`src/rtl/xgate_pkg.sv`:
```
package xgate_pkg;

    localparam logic [7:0] KEY_OPEN_DEF  = 8'hEA;
    localparam logic [7:0] KEY_CLOSE_DEF = 8'hAE;

    typedef enum logic [2:0] {
        PSEL_NONE,
        PSEL_SEQ_IDX,
        PSEL_SEQ_DAT,
        PSEL_CRT_IDX,
        PSEL_CRT_DAT
    } port_sel_e;

    typedef struct packed {
        logic       idx_we;
        logic       dat_we;
        logic [7:0] idx;
        logic [7:0] dat;
    } bank_wr_t;

    function automatic logic [7:0] target_index(input bank_wr_t w, input logic [7:0] held);
        return w.idx_we ? w.idx : held;
    endfunction

    function automatic logic in_window(input logic [7:0] v, input logic [7:0] lo, input int n);
        return ({1'b0, v} >= {1'b0, lo}) && (int'(v) < int'(lo) + n);
    endfunction

endpackage

```
`src/rtl/xgate_decode.sv`:
```
module xgate_decode
    import xgate_pkg::*;
#(
    parameter logic [15:0] SEQ_PORT = 16'h03C4,
    parameter logic [15:0] CRT_PORT = 16'h03D4
) (
    input  logic [15:0] io_addr,
    input  logic        io_wr,
    input  logic        io_wide,
    input  logic [15:0] io_wdata,
    output bank_wr_t    seq_w,
    output bank_wr_t    crt_w,
    output port_sel_e   rsel
);
    localparam logic [15:0] SEQ_DPORT = SEQ_PORT + 16'd1;
    localparam logic [15:0] CRT_DPORT = CRT_PORT + 16'd1;

    logic hit_si, hit_sd, hit_ci, hit_cd;

    always_comb begin
        hit_si = (io_addr == SEQ_PORT);
        hit_sd = (io_addr == SEQ_DPORT);
        hit_ci = (io_addr == CRT_PORT);
        hit_cd = (io_addr == CRT_DPORT);

        seq_w.idx_we = io_wr && hit_si;
        seq_w.idx    = io_wdata[7:0];
        seq_w.dat_we = io_wr && (hit_sd || (hit_si && io_wide));
        seq_w.dat    = hit_si ? io_wdata[15:8] : io_wdata[7:0];

        crt_w.idx_we = io_wr && hit_ci;
        crt_w.idx    = io_wdata[7:0];
        crt_w.dat_we = io_wr && hit_cd;
        crt_w.dat    = io_wdata[7:0];

        if (hit_si)      rsel = PSEL_SEQ_IDX;
        else if (hit_sd) rsel = PSEL_SEQ_DAT;
        else if (hit_ci) rsel = PSEL_CRT_IDX;
        else if (hit_cd) rsel = PSEL_CRT_DAT;
        else             rsel = PSEL_NONE;
    end
endmodule

```
`src/rtl/xgate_seq_bank.sv`:
```
module xgate_seq_bank
    import xgate_pkg::*;
#(
    parameter int         STD_N     = 8,
    parameter logic [7:0] KEY_IDX   = 8'h06,
    parameter logic [7:0] KEY_OPEN  = KEY_OPEN_DEF,
    parameter logic [7:0] KEY_CLOSE = KEY_CLOSE_DEF,
    parameter logic [7:0] REV_IDX   = 8'h8E,
    parameter logic [7:0] REVISION  = 8'h54,
    parameter logic [7:0] EXT_BASE  = 8'hE0
) (
    input  logic       clk,
    input  logic       rst,
    input  bank_wr_t   w,
    output logic [7:0] idx_q,
    output logic [7:0] rd_data,
    output logic       ext_en
);
    localparam int EXT_N = 256 - int'(EXT_BASE);
    localparam int EW    = (EXT_N > 1) ? $clog2(EXT_N) : 1;
    localparam int SW    = (STD_N > 1) ? $clog2(STD_N) : 1;

    logic [7:0]       std_q [STD_N];
    logic [EXT_N-1:0][7:0] ext_q;
    logic [7:0]       tgt;
    logic [7:0]       rd_off;
    logic             key_hit;

    assign tgt     = target_index(w, idx_q);
    assign key_hit = w.dat_we && (tgt == KEY_IDX);
    assign rd_off  = idx_q - EXT_BASE;

    always_ff @(posedge clk) begin
        if (rst) idx_q <= '0;
        else if (w.idx_we) idx_q <= w.idx;
    end

    always_ff @(posedge clk) begin
        if (rst) ext_en <= 1'b0;
        else if (key_hit && w.dat == KEY_OPEN) ext_en <= 1'b1;
        else if (key_hit && w.dat == KEY_CLOSE) ext_en <= 1'b0;
    end

    always_ff @(posedge clk) begin
        for (int k = 0; k < STD_N; k++) begin
            if (rst) std_q[k] <= '0;
            else if (w.dat_we && tgt == 8'(k) && tgt != KEY_IDX) std_q[k] <= w.dat;
        end
    end

    always_ff @(posedge clk) begin
        for (int k = 0; k < EXT_N; k++) begin
            if (rst) ext_q[k] <= '0;
            else if (ext_en && w.dat_we && tgt == 8'(int'(EXT_BASE) + k)) ext_q[k] <= w.dat;
        end
    end

    always_comb begin
        rd_data = '0;
        if (idx_q == KEY_IDX)                    rd_data = {7'b0, ext_en};
        else if (in_window(idx_q, 8'h00, STD_N)) rd_data = std_q[idx_q[SW-1:0]];
        else if (idx_q == REV_IDX)               rd_data = ext_en ? REVISION : 8'h00;
        else if (in_window(idx_q, EXT_BASE, EXT_N)) rd_data = ext_en ? ext_q[rd_off[EW-1:0]] : 8'h00;
    end

    // the open key unlocks on the next cycle
    assert_key_open_R3: assert property (@(posedge clk) disable iff (rst)
        (key_hit && w.dat == KEY_OPEN) |=> ext_en);

    // the close key locks on the next cycle
    assert_key_close_R4: assert property (@(posedge clk) disable iff (rst)
        (key_hit && w.dat == KEY_CLOSE) |=> !ext_en);

    // without a key write, the lock state holds
    assert_lock_hold_R4: assert property (@(posedge clk) disable iff (rst)
        !(key_hit && (w.dat == KEY_OPEN || w.dat == KEY_CLOSE)) |=> $stable(ext_en));

    // the extended bank is frozen while locked
    assert_locked_frozen_R5: assert property (@(posedge clk) disable iff (rst)
        !ext_en |=> $stable(ext_q));

    // a wide write lands its data at the new index
    assert_wide_target_R10: assert property (@(posedge clk) disable iff (rst)
        (w.idx_we && w.dat_we && w.idx == EXT_BASE && ext_en) |=> (ext_q[0] == $past(w.dat)));
endmodule

```
`src/rtl/xgate_crt_bank.sv`:
```
module xgate_crt_bank
    import xgate_pkg::*;
#(
    parameter int         STD_N       = 25,
    parameter logic [7:0] SCRATCH_IDX = 8'h0C,
    parameter logic [7:0] ID_IDX      = 8'h1F,
    parameter logic [7:0] KEY_OPEN    = KEY_OPEN_DEF
) (
    input  logic       clk,
    input  logic       rst,
    input  bank_wr_t   w,
    output logic [7:0] idx_q,
    output logic [7:0] rd_data
);
    localparam int SW = (STD_N > 1) ? $clog2(STD_N) : 1;

    logic [7:0] std_q [STD_N];
    logic [7:0] tgt;
    logic [7:0] id_val;

    assign tgt    = target_index(w, idx_q);
    assign id_val = std_q[SCRATCH_IDX[SW-1:0]] ^ KEY_OPEN;

    always_ff @(posedge clk) begin
        if (rst) idx_q <= '0;
        else if (w.idx_we) idx_q <= w.idx;
    end

    always_ff @(posedge clk) begin
        for (int k = 0; k < STD_N; k++) begin
            if (rst) std_q[k] <= '0;
            else if (w.dat_we && tgt == 8'(k)) std_q[k] <= w.dat;
        end
    end

    always_comb begin
        rd_data = '0;
        if (in_window(idx_q, 8'h00, STD_N)) rd_data = std_q[idx_q[SW-1:0]];
        else if (idx_q == ID_IDX)           rd_data = id_val;
    end

    // the identity value follows each new scratch value
    assert_id_tracks_R9: assert property (@(posedge clk) disable iff (rst)
        (w.dat_we && tgt == SCRATCH_IDX) |=> (id_val == ($past(w.dat) ^ KEY_OPEN)));

    // the index holds unless written
    assert_index_hold_R2: assert property (@(posedge clk) disable iff (rst)
        !w.idx_we |=> $stable(idx_q));
endmodule

```
`src/rtl/xgate_top.sv`:
```
module xgate_top
    import xgate_pkg::*;
#(
    parameter logic [7:0] REVISION = 8'h54
) (
    input  logic        clk,
    input  logic        rst,
    input  logic [15:0] io_addr,
    input  logic        io_wr,
    input  logic        io_wide,
    input  logic [15:0] io_wdata,
    input  logic        io_rd,
    output logic [7:0]  io_rdata
);
    bank_wr_t   seq_w, crt_w;
    port_sel_e  rsel;
    logic [7:0] seq_idx, seq_rd, crt_idx, crt_rd;
    logic       ext_en;

    xgate_decode u_dec (
        .io_addr (io_addr),
        .io_wr   (io_wr),
        .io_wide (io_wide),
        .io_wdata(io_wdata),
        .seq_w   (seq_w),
        .crt_w   (crt_w),
        .rsel    (rsel)
    );

    xgate_seq_bank #(.REVISION(REVISION)) u_seq (
        .clk    (clk),
        .rst    (rst),
        .w      (seq_w),
        .idx_q  (seq_idx),
        .rd_data(seq_rd),
        .ext_en (ext_en)
    );

    xgate_crt_bank u_crt (
        .clk    (clk),
        .rst    (rst),
        .w      (crt_w),
        .idx_q  (crt_idx),
        .rd_data(crt_rd)
    );

    always_comb begin
        io_rdata = '0;
        if (io_rd) begin
            unique case (rsel)
                PSEL_SEQ_IDX: io_rdata = seq_idx;
                PSEL_SEQ_DAT: io_rdata = seq_rd;
                PSEL_CRT_IDX: io_rdata = crt_idx;
                PSEL_CRT_DAT: io_rdata = crt_rd;
                default:      io_rdata = '0;
            endcase
        end
    end

    // reset leaves the bank locked
    assert_reset_locked_R1: assert property (@(posedge clk) disable iff (rst)
        $past(rst) |-> !ext_en);
endmodule

```
`config.mk`:
```
export PLATFORM = sky130hd
export DESIGN_NAME = xgate_top
export DESIGN_NICKNAME = d
export VERILOG_FILES = /design/src/rtl/xgate_pkg.sv /design/src/rtl/xgate_decode.sv /design/src/rtl/xgate_seq_bank.sv /design/src/rtl/xgate_crt_bank.sv /design/src/rtl/xgate_top.sv
export SDC_FILE = /design/constraint.sdc
export NUM_CORES = 1
export LEC_CHECK = 0
export CORE_ASPECT_RATIO = 2
export CORE_MARGIN = 10
export CORE_UTILIZATION = 50
export DETAILED_ROUTE_END_ITERATION = 16
export HOLD_SLACK_MARGIN = 0.05
export PLACE_DENSITY = 0.71
export SYNTH_ARGS = -nofsm -noshare
export SYNTH_HDL_FRONTEND = slang
export SYNTH_HIERARCHICAL = 1
export SYNTH_SLANG_ARGS = --single-unit
```
`constraint.sdc`:
```
create_clock -name clk -period 4.8 [get_ports clk]
set_clock_uncertainty 0.15 [all_clocks]
set_input_delay 0.96 -clock clk [delete_from_list [all_inputs] [get_ports clk]]
set_output_delay 0.96 -clock clk [all_outputs]
set_load 0.02 [all_outputs]
```
==> results.tsv <==
metric	value	unit
synth-seq-cells	530	
clk_path_buf_depth	3	
gr-total-overflow	0	
place_hpwl	55.1	mm
ys_seq_area_frac	0.503	
yosysTopAreaCellShare	0.294	
path_cells	buf_4 > nor3_2 > nand2b_1 > buf_4 > o21ai_0 > a31oi_1 > a22oi_1 > a21oi_1 > clkdlybuf4s50_1	
setup_tns	0	ps
crit_fanout	10	
hold_viol_final	0	
crit_family	buffers and inverters	
synth_area_leaders	edfxtp_1, dfxtp_1, mux4_2, mux2i_1, and2_1	
grt_pass1_wl	117	mm
synthArstFlopShare	0	
wire_per_inst	25.1	um
core-area	51800	um2
routed_via_density	6.10	
setup_slack	113	ps
die_h	344	um
cp-start-kind	flop	
drive_gt1_frac	0.218	
required	3690	ps
drc_errors	0	
start_util	0.506	
maxCapViolations	0	
drv_slew	0	
port_buffers	44	
max_freq	0.213	GHz
drtAntennaViolNets	0	
nets	2428	
root_buffer	clkbuf_16	
clock-sinks	530	
drt_pass1_iterations	6	
routed_wirelength	77.5	mm
synthToLayoutAreaGrowth	14.9	%
fp.dieArea	62600	um2
cp-end-kind	output port	
hold_class	reg -> reg	
grt_max_degree	123	
dr.first_iter.drc_count	1611	
ir_drop	0.325	mV
num_rows	118	
fin_crit	4690	ps
max-slew-margin-rel	0.174	
ys.flop_type	dfxtp_1	
setup_viol	0	
die_x	182	um
via_count	18800	
rsz0062_at_grt	no	
post-route-period-util	0.976	
slowest_delay	620	ps
cts_hold_buf	0	
yosysWarningCount	6	
insertion_delay	600	ps
clkTransAtPathRegs	70	ps
h-tree-depth	2	
p_leak	11.6	nW
ys_types	90	
status	finished, final reports clean	
crit_path_frequent_cell	buf_4	
synthTopCellsByCount	dfxtp_1, edfxtp_1, nand2_1, and2_1, mux2i_1	
synth.largest_area_cell	edfxtp_1	
syn-num-nets	2328	
synth_cells	2291	
grt_antenna_before_repair	3	
diodes	0	
place_ws	29.3	ps
critical_path_class	reg -> out	
worst_slew_pin_slew	1240	ps
synth_enable_flop_cells	257	
syn_area	26200	um2
grt_pass1_vias	19100	
ios	45	
place_congestion	0.980	
cts_made_buffers	45	
total_power	9.02	mW
grtUsageTotal	0.243	
yosysMostFrequentCell	dfxtp_1	
syn_avg_cell_area	11.4	um2
num-fill-cells	4164	
slowest_stage	clkdlybuf4s50_1	
cts_tree	yes	
worstPathArrival	3580	ps
cp.buffers_inverters	3	
cellPowerDensity	299	nW/um2
==> worst paths after layout <==
kind,startpoint,to,slack [ps],cells past startpoint
hold reg to reg,u_seq/ext_q[12],u_seq/ext_q[12],300,2
setup / recovery,u_crt/idx_q[1],io_rdata[5],110,9
setup reg to reg,u_seq/idx_q[0],u_seq/std_q[5][2],2100,8
hold / removal,u_seq/ext_q[12],u_seq/ext_q[12],300,2
==> kinds of logic (layout without fill, tap and decap cells) <==
logic type	after synthesis	in the layout	share of synthesized area
XOR/XNOR	1	1	0.000334
other	1	1	0.000143
buffers and inverters	226	361	0.0441
multiplexers	335	335	0.180
flip-flops	530	530	0.503
AND/OR/NAND/NOR	921	921	0.203
AO/OA/AOI/OAI	277	277	0.0698
==> tightest hold or removal path, cell delays in order, from the launching register on <==
cell and delay [ps]:
dfxtp_1 310, nand2_1 50, a21oi_1 50
==> report_power, final <==
group | leakage (nW) | switching [mW] | internal, mW
clock | 0.735 | 1.70 | 2.08
combinational | 6.18 | 0.263 | 0.123
sequential | 4.72 | 0.0325 | 4.82
==> timing repair <==
action	CTS	global route
buffers inserted	15	6
resized for setup	7	16
pin swaps	1	0
endpoints found under the setup margin	8	8
==> placed cells by master, fill, tap and decap left out, drive strengths merged, types with 8 or more instances in the layout <==
cell type,n
mux2i,209
a21oi,134
nor2,196
edfxtp,257
o22ai,8
nand2,259
nor4,33
clkdlybuf4s50,36
a31oi,13
nand2b,11
buf,216
a211oi,8
a21o,16
and3,15
clkinv,17
nor2b,14
nor3,30
dfxtp,273
clkbuf,58
a22oi,31
inv,20
o31ai,13
mux2,20
and2,253
nand4,8
o21ai,12
mux4,106
nand3,60
==> area by class of cell <==
type                       instances  area, um2  area share
sequential                       530      13200       0.438
clock buffer                      58       1260      0.0417
tap                              660        826      0.0274
clock inverter                    24        255     0.00847
inverter                          20       75.1     0.00249
timing repair buffer             259       2560      0.0850
multi-input combinational       1535      12000       0.397
==> per-layer routing <==
layer	vias up	share of wire	global-route usage
met1	9382	0.34	0.247
li1	8410	-	-
met3	243	0.053	0.0298
met4	2	0.073	0.163
met5	-	0.00015	0
met2	773	0.54	0.452
==> registers in the layout, indices dropped and copies added, names as in the netlist <==
signal	count
u_crt/std_q	200
u_seq/ext_en	1
u_seq/idx_q	8
u_crt/idx_q	8
u_seq/ext_q	256
u_seq/std_q	57
==> through the flow <==
| stage | std cells | instance area, um2 | utilization | hold slack, ps |
|---|---|---|---|---|
| 2_1_floorplan | 2291 | 26200 | - | 278 |
| 3_3_place_gp | 2983 | 28300 | 0.547 | 284 |
| 3_5_place_dp | 2983 | 28300 | 0.547 | 294 |
| 4_1_cts | 3080 | 30000 | 0.580 | 303 |
| 5_1_grt | 3086 | 30100 | 0.582 | 320 |
| 6_report | 3086 | 30100 | 0.582 | 301 |
(Power assumes the default switching activity.)
